==> src/rtl/sat_pkg.sv <==
package sat_pkg;

  typedef enum logic [1:0] {
    FR_DSP = 2'd0,
    FR_I2S = 2'd1,
    FR_LJ  = 2'd2
  } frame_e;

  function automatic frame_e pick_frame(input logic paired, input logic ljust);
    if (!paired)    return FR_DSP;
    else if (ljust) return FR_LJ;
    else            return FR_I2S;
  endfunction

  function automatic logic [7:0] clamp_len(input logic [7:0] raw,
                                           input logic [7:0] lo,
                                           input logic [7:0] hi);
    if (raw < lo)      return lo;
    else if (raw > hi) return hi;
    else               return raw;
  endfunction

endpackage

==> src/rtl/sat_clkgen.sv <==
module sat_clkgen #(
  parameter int DIV_W = 8
) (
  input  logic             clk,
  input  logic             rst,
  input  logic             en,
  input  logic [DIV_W-1:0] div,
  output logic             sclk,
  output logic             fall
);
  localparam logic [DIV_W-1:0] ONE = DIV_W'(1);

  logic [DIV_W-1:0] cnt;
  logic [DIV_W-1:0] half_raw;
  logic [DIV_W-1:0] half;
  logic             tick;

  assign half_raw = div >> 1;
  assign half     = (half_raw == '0) ? ONE : half_raw;
  assign tick     = en && (cnt >= half - ONE);
  assign fall     = tick && sclk;

  always_ff @(posedge clk) begin
    if (rst || !en) begin
      cnt  <= '0;
      sclk <= 1'b0;
    end else if (tick) begin
      cnt  <= '0;
      sclk <= ~sclk;
    end else begin
      cnt  <= cnt + ONE;
    end
  end
endmodule

==> src/rtl/sat_framer.sv <==
module sat_framer
  import sat_pkg::*;
#(
  parameter int LEN_W = 6,
  parameter int POS_W = 6
) (
  input  logic             clk,
  input  logic             rst,
  input  logic             en,
  input  logic             fall,
  input  frame_e           fr,
  input  logic             fsel,
  input  logic [LEN_W-1:0] wlen,
  output logic             fs,
  output logic             load,
  output logic             load_right
);
  logic [POS_W-1:0] pos;
  logic [POS_W-1:0] np;
  logic [POS_W-1:0] last;
  logic [POS_W-1:0] nxt1;
  logic             started;
  logic             slot;
  logic             fs_d;
  logic             is_load;
  logic             ch;

  assign last = (fr == FR_DSP) ? POS_W'(wlen) : {POS_W{1'b1}};
  assign np   = !started ? '0 : ((pos == last) ? '0 : pos + POS_W'(1));
  assign nxt1 = np + POS_W'(1);
  assign slot = np[POS_W-1];

  always_comb begin
    fs_d    = 1'b0;
    is_load = 1'b0;
    ch      = 1'b0;
    case (fr)
      FR_I2S: begin
        fs_d    = nxt1[POS_W-1] ^ ~fsel;
        is_load = (np[POS_W-2:0] == '0);
        ch      = slot ^ ~fsel;
      end
      FR_LJ: begin
        fs_d    = slot ^ ~fsel;
        is_load = (np[POS_W-2:0] == '0);
        ch      = slot;
      end
      default: begin
        fs_d    = (np == '0);
        is_load = (np == POS_W'(1));
        ch      = 1'b0;
      end
    endcase
  end

  assign load       = fall && is_load;
  assign load_right = ch;

  always_ff @(posedge clk) begin
    if (rst || !en) begin
      pos     <= '0;
      started <= 1'b0;
      fs      <= 1'b0;
    end else if (fall) begin
      pos     <= np;
      started <= 1'b1;
      fs      <= fs_d;
    end
  end
endmodule

==> src/rtl/sat_shifter.sv <==
module sat_shifter #(
  parameter int DATA_W = 32,
  parameter int LEN_W  = 6
) (
  input  logic              clk,
  input  logic              rst,
  input  logic              en,
  input  logic              fall,
  input  logic              load,
  input  logic              take,
  input  logic [DATA_W-1:0] data,
  input  logic [LEN_W-1:0]  wlen,
  output logic              sd
);
  localparam int SHW = LEN_W + 1;

  logic [DATA_W-1:0] sreg;
  logic [DATA_W-1:0] aligned;
  logic [SHW-1:0]    sh;

  assign sh      = SHW'(DATA_W) - {1'b0, wlen};
  assign aligned = take ? (data << sh) : '0;

  always_ff @(posedge clk) begin
    if (rst || !en) begin
      sreg <= '0;
      sd   <= 1'b0;
    end else if (fall) begin
      if (load) begin
        sd   <= aligned[DATA_W-1];
        sreg <= aligned << 1;
      end else begin
        sd   <= sreg[DATA_W-1];
        sreg <= sreg << 1;
      end
    end
  end
endmodule

==> src/rtl/serial_audio_tx.sv <==
module serial_audio_tx
  import sat_pkg::*;
#(
  parameter int DATA_W = 32,
  parameter int DIV_W  = 8,
  parameter int LEN_W  = $clog2(DATA_W + 1)
) (
  input  logic              clk,
  input  logic              rst,
  input  logic              cfg_en,
  input  logic              cfg_paired,
  input  logic              cfg_ljust,
  input  logic              cfg_fsel,
  input  logic [LEN_W-1:0]  cfg_wlen,
  input  logic [DIV_W-1:0]  cfg_div,
  input  logic              s_valid,
  input  logic [DATA_W-1:0] s_data,
  input  logic              s_right,
  output logic              s_ready,
  output logic              sclk_o,
  output logic              fs_o,
  output logic              sd_o,
  output logic              underflow_o,
  input  logic              uf_clear,
  output logic              cfg_err_o
);
  localparam int         POS_W   = $clog2(2 * DATA_W);
  localparam logic [7:0] MIN_DSP = 8'd3;
  localparam logic [7:0] MIN_AUD = 8'd8;
  localparam logic [7:0] MAX_LEN = 8'(DATA_W);

  frame_e           fr;
  logic [7:0]       raw8;
  logic [7:0]       clamped;
  logic [LEN_W-1:0] eff_wlen;
  logic             bad_len;
  logic             fall;
  logic             load;
  logic             load_right;
  logic             take;

  assign fr       = pick_frame(cfg_paired, cfg_ljust);
  assign raw8     = 8'(cfg_wlen);
  assign clamped  = clamp_len(raw8, (fr == FR_DSP) ? MIN_DSP : MIN_AUD, MAX_LEN);
  assign eff_wlen = clamped[LEN_W-1:0];
  assign bad_len  = (clamped != raw8);

  sat_clkgen #(.DIV_W(DIV_W)) u_clk (
    .clk  (clk),
    .rst  (rst),
    .en   (cfg_en),
    .div  (cfg_div),
    .sclk (sclk_o),
    .fall (fall)
  );

  sat_framer #(.LEN_W(LEN_W), .POS_W(POS_W)) u_frm (
    .clk        (clk),
    .rst        (rst),
    .en         (cfg_en),
    .fall       (fall),
    .fr         (fr),
    .fsel       (cfg_fsel),
    .wlen       (eff_wlen),
    .fs         (fs_o),
    .load       (load),
    .load_right (load_right)
  );

  assign s_ready = load && ((fr == FR_DSP) || (s_right == load_right));
  assign take    = s_valid && s_ready;

  sat_shifter #(.DATA_W(DATA_W), .LEN_W(LEN_W)) u_shf (
    .clk  (clk),
    .rst  (rst),
    .en   (cfg_en),
    .fall (fall),
    .load (load),
    .take (take),
    .data (s_data),
    .wlen (eff_wlen),
    .sd   (sd_o)
  );

  always_ff @(posedge clk) begin
    if (rst) begin
      underflow_o <= 1'b0;
      cfg_err_o   <= 1'b0;
    end else begin
      cfg_err_o <= bad_len;
      if (load && !take)  underflow_o <= 1'b1;
      else if (uf_clear)  underflow_o <= 1'b0;
    end
  end
endmodule

==> config.mk <==
export PLATFORM = sky130hd
export DESIGN_NAME = serial_audio_tx
export DESIGN_NICKNAME = d
export VERILOG_FILES = /design/src/rtl/sat_pkg.sv /design/src/rtl/sat_clkgen.sv /design/src/rtl/sat_framer.sv /design/src/rtl/sat_shifter.sv /design/src/rtl/serial_audio_tx.sv
export SDC_FILE = /design/constraint.sdc
export NUM_CORES = 1
export LEC_CHECK = 0
export BUFFER_PORTS_ARGS = -buffer_cell sky130_fd_sc_hd__buf_2
export CAP_MARGIN = 30
export CORE_MARGIN = 2
export CORE_UTILIZATION = 24
export CTS_CLUSTER_DIAMETER = 150
export CTS_CLUSTER_SIZE = 14
export DETAILED_ROUTE_END_ITERATION = 8
export PLACE_DENSITY_LB_ADDON = 0.2
export SLEW_MARGIN = 30
export SYNTH_ARGS = -nofsm -noshare
export SYNTH_HDL_FRONTEND = slang
export SYNTH_HIERARCHICAL = 1
export SYNTH_SLANG_ARGS = --single-unit
==> constraint.sdc <==
create_clock -name clk -period 6.8 [get_ports clk]
set_clock_uncertainty 0.05 [all_clocks]
set_input_delay 0.68 -clock clk [delete_from_list [all_inputs] [get_ports clk]]
set_output_delay 0.68 -clock clk [all_outputs]
set_load 0.1 [all_outputs]
==> results.ini, run 1 <==
[status]
status=complete, no violations

[die]
die_y_um=149
initial_utilization_pct=24.3
dieArea_um2=22300
die_w_um=149
rows=53
core_um2=20900
io_pins=61

[global_routing]
track_usage_pct=12.9
grt_pass1_vias=4343
overflow=0
antenna_found_initial=0
grt_pass1_wl_um=23500
grt_max_degree=65

[placement]
io_buffers=59
place.gp.congestion=0.802
hpwlAfterDp_um=10700
place_area_um2=5510
dpl.cell_count=875

[worst_setup_path]
worstSetupPathType=in2reg
cp-startpoint=cfg_paired
start_kind=primary input
r2r_cells=13
critPathCapture=u_shf/sd$_SDFFE_PP0P_
crit_path_end_kind=flop
cp_max_fo=15
crit_arrival_ns=5.67
cp.required_ns=6.98
reg2reg_slack_ns=2.68
reg2reg_from=u_frm/pos[0]$_SDFFE_PP0P_
reg2reg_to=u_shf/sd$_SDFFE_PP0P_

[sta]
rsz0062_at_grt=no
worstMarginPinSlew_ns=0.863
period_needed_ns=5.49
finalSetupViolCount=0
setup_tns_ns=0
finalHoldViolCount=0
drv_slew=0
max_freq_mhz=182
finalCritPeriodShare_pct=80.8
hold-worst-slack_ns=0.411
relSlewSlack_pct=42.1

[yosys]
yosysSeqAreaShare_pct=20.1
yosysWarnings=6
synth_area_um2=5080
synth.most_common_cell=dfxtp_1
synthCells=579
ys.flop_type=dfxtp_1
async_reset_ff_share_pct=0
ys_types=81
ys_top_cells_by_count=51 x dfxtp_1, 45 x a21oi_1, 40 x o21ai_0, 36 x mux2i_1, 34 x nand2_1
synth_enable_flop_cells=0
ys_seq_elements=51
yosysTopAreaCellShare_pct=20.1
ys_top_cells_by_area=dfxtp_1 20%, mux4_2 13%, mux2i_1 7.1%
synth.largest_area_cell=dfxtp_1
syn_avg_cell_area_um2=8.77
syn_nets=650

[clock_network]
clkLatencyLatePin_ns=0.30
postCtsHoldBufs=0
cts_made_buffers=5
cts-resized-gates=0
clockBufferDepth=2
clock-sinks=51
clkTransAtPathRegs_ns=0.07
cts_tree=built
cts-root-buf=clkbuf_16
cts-htree-levels=2
post_cts_buffers=0

[drt]
vias=4731
routed_via_density=5.36
drt-initial-drc-count=442
drt_wl_total_um=14400
avgRoutedWirePerCell_um=16.3
wl_met3_um=616
topRoutingLayerUsed=met4
met1_length_um=7070
wl_met2_um=6590
dr.pass1.iters=5
ant_nets=0
drc=0

[power]
power_density_nw_per_um2=160
vdd_ir_drop_max_v=0.000108
p_leak_nw=2.10

[layout]
antenna_cells=0
utilization_pct=27.1
multi_input_area_um2=3730
syn_to_final_growth_pct=11.4
final_design_area_no_fill_um2=5660
regArea_um2=1020
finalNonFillerCells=882
fin_nets=678
nFillCells=2263
drive_gt1_share_pct=21.4

[min_path]
hp-class=reg2reg

[run]
max_cap_viol_count=0

==> worst max-delay path, cell delays in order <==
cell	delay, ns
buf_2	0.16
ha_1	0.31
nand2b_1	0.15
o2bb2ai_1	0.18
or3_1	0.43
a21oi_1	0.15
buf_4	0.19
and4bb_1	0.23
a22oi_1	0.20
a32o_1	0.34
or2_4	0.26
and4b_1	0.20
o31a_1	0.35
a21boi_1	0.26
and2_1	0.26
nand3_1	0.10
mux2i_1	0.20
and2_1	0.58
a22oi_1	0.24
a21oi_1	0.19
==> metal layers <==
metal  track usage (%)  vias to the layer above
met2              19.6                      107
met3              1.52                        7
met5                 0                        -
met1              19.4                     2340
li1                  -                     2277
met4              2.86                        0
==> worst min-delay path by stage <==
stage,startpoint,end,slack [ns],cells past startpoint
finish,u_clk/cnt[0]$_SDFF_PP0_,u_clk/cnt[0]$_SDFF_PP0_,0.41,1
global route,u_clk/cnt[0]$_SDFF_PP0_,u_clk/cnt[0]$_SDFF_PP0_,0.44,1
CTS,u_clk/cnt[0]$_SDFF_PP0_,u_clk/cnt[0]$_SDFF_PP0_,0.42,1
detailed placement,u_clk/cnt[0]$_SDFF_PP0_,u_clk/cnt[0]$_SDFF_PP0_,0.40,1
global placement,u_clk/cnt[0]$_SDFF_PP0_,u_clk/cnt[0]$_SDFF_PP0_,0.39,1
floorplan,u_clk/cnt[0]$_SDFF_PP0_,u_clk/cnt[0]$_SDFF_PP0_,0.38,1
==> kinds of logic (layout without fill, tap and decap cells) <==
logic type	after synthesis	in the layout	share of synthesized area, %
adder cells (fa/ha/maj)	16	16	3.94
multiplexers	77	77	23.8
AO/OA/AOI/OAI	183	183	24.0
XOR/XNOR	17	17	3.08
flip-flops	51	51	20.1
buffers and inverters	66	94	7.17
other	1	1	0.0738
AND/OR/NAND/NOR	168	168	17.9
==> placed cells by master (no fill, tap or decap), types with 6 or more instances in the layout <==
cell type and count:
buf_2 59, dfxtp_1 51, a21oi_1 44, o21ai_0 40, mux2i_1 36, nand2_1 34, nor2_1 31, mux4_2 29
nand3_1 28, inv_1 18, a31oi_1 17, nand2b_1 16, ha_1 15, a21o_1 10, nor3_1 10, a22oi_1 10
xor2_1 9, mux2_2 8, buf_4 7, xnor2_1 7, o211ai_1 6, a32oi_1 6
==> power by group <==
group,internal [W],total (W),switching (W),leakage (nW)
Sequential,0.000300,0.000300,0.000000657,0.411
Combinational,0.000155,0.000351,0.000196,1.62
Clock,0.000135,0.000251,0.000117,0.0696
Total,0.000589,0.000903,0.000313,2.10
==> metrics by stage <==
step / total power [W] / worst slack, ns
floorplan: 0.000566 / 0.358
global placement: 0.000652 / 1.16
detailed placement: 0.000654 / 1.01
CTS: 0.000910 / 1.30
global route: 0.000952 / 0.953
finish: 0.000903 / 1.31
==> registers in the layout, summed over array words and instances (netlist names) <==
register and flops:
cfg_err_o 1, u_clk/cnt 8, u_clk/sclk 1, u_frm/fs 1, u_frm/pos 6, u_frm/started 1
u_shf/sd 1, u_shf/sreg 31, underflow_o 1
==> cell type report <==
type / instances / area share [%]
multi-input cells: 462 / 65.9
well taps: 275 / 6.08
clock inverters: 2 / 0.243
repair buffers: 66 / 6.15
flip-flops and latches: 51 / 18.0
inverters: 21 / 1.39
clock buffers: 5 / 2.21
Note: power is estimated with default switching activity, not from simulation.
==> inputs of run 2 (changes only) <==
clock period = 4.71 ns   (was 6.8 ns; I/O delays follow)
==> run 2 against run 1 <==
Against the previous run: setup slack got worse by 0.99 ns; via count grew 0.53%; final cell count increased by 2.2%; global-route usage grew 0.48 points; final area rose by 4.5%; clock power rose by 56%; sequential share of layout area decreased by 0.78 points; first-iteration DRC count down 48%; die area stayed put; largest power group unchanged.
==> results.ini, run 2 (synthesized netlist as in run 1, its figures left out) <==
[clock_network]
cts_made_buffers=5  ; unchanged
cts-root-buf=clkbuf_16
clkLatencyLatePin_ns=0.30  ; about the same
clkTransAtPathRegs_ns=0.07  ; about the same
postCtsHoldBufs=0  ; unchanged
cts-htree-levels=2  ; unchanged
cts_tree=built
cts-resized-gates=0  ; unchanged
clock-sinks=51  ; unchanged
clockBufferDepth=2  ; unchanged
post_cts_buffers=0  ; unchanged

[layout]
reg_top3=u_shf/sreg (31), u_clk/cnt (8), u_frm/pos (6)
final_design_area_no_fill_um2=5910  ; +4.5%
drive_gt1_share_pct=25.4  ; +4.0 points
largest_reg_flops=31  ; unchanged
final_cell_mix=58 x buf_2, 51 x dfxtp_1, 42 x a21oi_1, 40 x o21ai_0, 36 x mux2i_1
regMostFlops=u_shf/sreg
fin_nets=696  ; +2.7%
utilization_pct=28.3  ; +1.2 points
syn_to_final_growth_pct=16.4
nFillCells=2231  ; -1.4%
regArea_um2=1020  ; unchanged
antenna_cells=0  ; unchanged
layout_commonest_cell=buf_2
multi_input_area_um2=3790  ; +1.7%
finalNonFillerCells=901  ; +2.2%

[die]
die_y_um=149  ; unchanged
io_pins=61  ; unchanged
initial_utilization_pct=24.3  ; unchanged
core_um2=20900  ; unchanged
die_w_um=149  ; unchanged
rows=53  ; unchanged
dieArea_um2=22300  ; unchanged

[worst_setup_path]
start_kind=primary input
cpMaxStageDelayCell=and4_4
path_cells=buf_2 -> ha_1 -> nand2_1 -> o2bb2ai_4 -> nor2_1 -> nor3_1 -> nor4bb_1 -> a22oi_1 -> a32o_2 -> or2_4 -> a211o_1 -> a21oi_2 -> xor2_1 -> a21boi_4 -> and2_4 -> and2_1 -> and4_4 -> o211ai_1 -> a31oi_1
cp.required_ns=4.89  ; -2.09 ns
crit_arrival_ns=4.57  ; -1.10 ns
path_delay_family=simple AND/OR/NAND/NOR gates
worst-path-buf-inv=1  ; -1
cp_max_fo=29  ; +14
crit_path_end_kind=flop
worstSetupPathType=in2reg
max_stage_delay_ns=0.48  ; -0.10 ns

[sta]
setup_tns_ns=0  ; unchanged
period_needed_ns=4.39
finalHoldViolCount=0  ; unchanged
rsz0062_at_grt=no
hold-worst-slack_ns=0.313  ; -0.0982 ns
relSlewSlack_pct=36.0  ; -6.1 points
drv_slew=0  ; unchanged
max_freq_mhz=228
worstMarginPinSlew_ns=0.957  ; +0.0936 ns
finalSetupViolCount=0  ; unchanged
finalCritPeriodShare_pct=93.3

[drt]
ant_nets=0  ; unchanged
vias=4756  ; +0.53%
avgRoutedWirePerCell_um=16.5  ; +0.92%
dr.pass1.iters=5  ; unchanged
drt-initial-drc-count=228  ; -48%
drt_wl_total_um=14800  ; +3.1%
routed_via_density=5.28  ; -1.6%
drc=0  ; unchanged

[global_routing]
grt_pass1_wl_um=24400  ; +4.0%
track_usage_pct=13.4  ; +0.48 points
overflow=0  ; unchanged
grt_pass1_vias=4640  ; +6.8%
grt_max_degree=64  ; -1.5%
antenna_found_initial=0  ; unchanged

[power]
p_leak_nw=2.23  ; +5.8%
power_density_nw_per_um2=229  ; +43%
vdd_ir_drop_max_v=0.000134  ; +23%

[min_path]
hp-class=in2reg

[placement]
hpwlAfterDp_um=11200  ; +4.3%
io_buffers=59  ; unchanged
place_area_um2=5760  ; +4.5%
place.gp.congestion=0.790  ; -1.4%
dpl.cell_count=893  ; +2.1%

[run]
max_cap_viol_count=0  ; unchanged

[status]
status=complete, no violations

## run 2: changes by cell type in the layout (fill, tap and decap cells not counted), sizes merged
cell | previous run | this run
inv | 19 | 20
clkinvlp | 0 | 1
clkinv | 4 | 2
buf | 66 | 84
clkbuf | 5 | 6
## run 2: final timing paths
path,startpoint,slack (ns),to,cells after the start
worst max-delay path,cfg_wlen[1],0.32,u_shf/sreg[10]$_SDFFE_PP0P_,19
worst max register to register,u_frm/pos[0]$_SDFFE_PP0P_,1.14,u_shf/sreg[10]$_SDFFE_PP0P_,12
worst min register to register,u_clk/cnt[0]$_SDFF_PP0_,0.42,u_clk/cnt[0]$_SDFF_PP0_,1
worst min-delay path,uf_clear,0.31,underflow_o$_SDFFE_PP0P_,2
## run 2: area by class of cell
class / count / share of cell area [%]
Sequential cell: 51 / 17.3
Inverter: 21 / 1.33
Timing Repair Buffer: 84 / 8.85
Clock buffer: 6 / 2.35
Tap cell: 275 / 5.82
Clock inverter: 2 / 0.275
Multi-Input combinational cell: 462 / 64.1
## run 2: where the power goes
group / switching, W / internal, W
Clock: 0.000179 / 0.000213
Combinational: 0.000289 / 0.000235
Sequential: 0.00000107 / 0.000432
Total: 0.000470 / 0.000881
## run 2: per-stage QoR
| stage | worst slack (ns) | power, W |
|---|---|---|
| 2_1_floorplan | -0.208 | 0.000825 |
| 3_3_place_gp | 0.0926 | 0.000961 |
| 3_5_place_dp | 0.0444 | 0.000965 |
| 4_1_cts | 0.349 | 0.00136 |
| 5_1_grt | 0.154 | 0.00142 |
| 6_report | 0.317 | 0.00135 |
## run 2: per-layer routing
| layer | GRT usage [%] | vias up | wire length, µm |
|---|---|---|---|
| li1 | - | 2316 | - |
| met1 | 19.1 | 2357 | 7390 |
| met2 | 21.2 | 74 | 6840 |
| met3 | 2.13 | 9 | 460 |
| met4 | 2.71 | 0 | 145 |
| met5 | 0 | - | 0 |
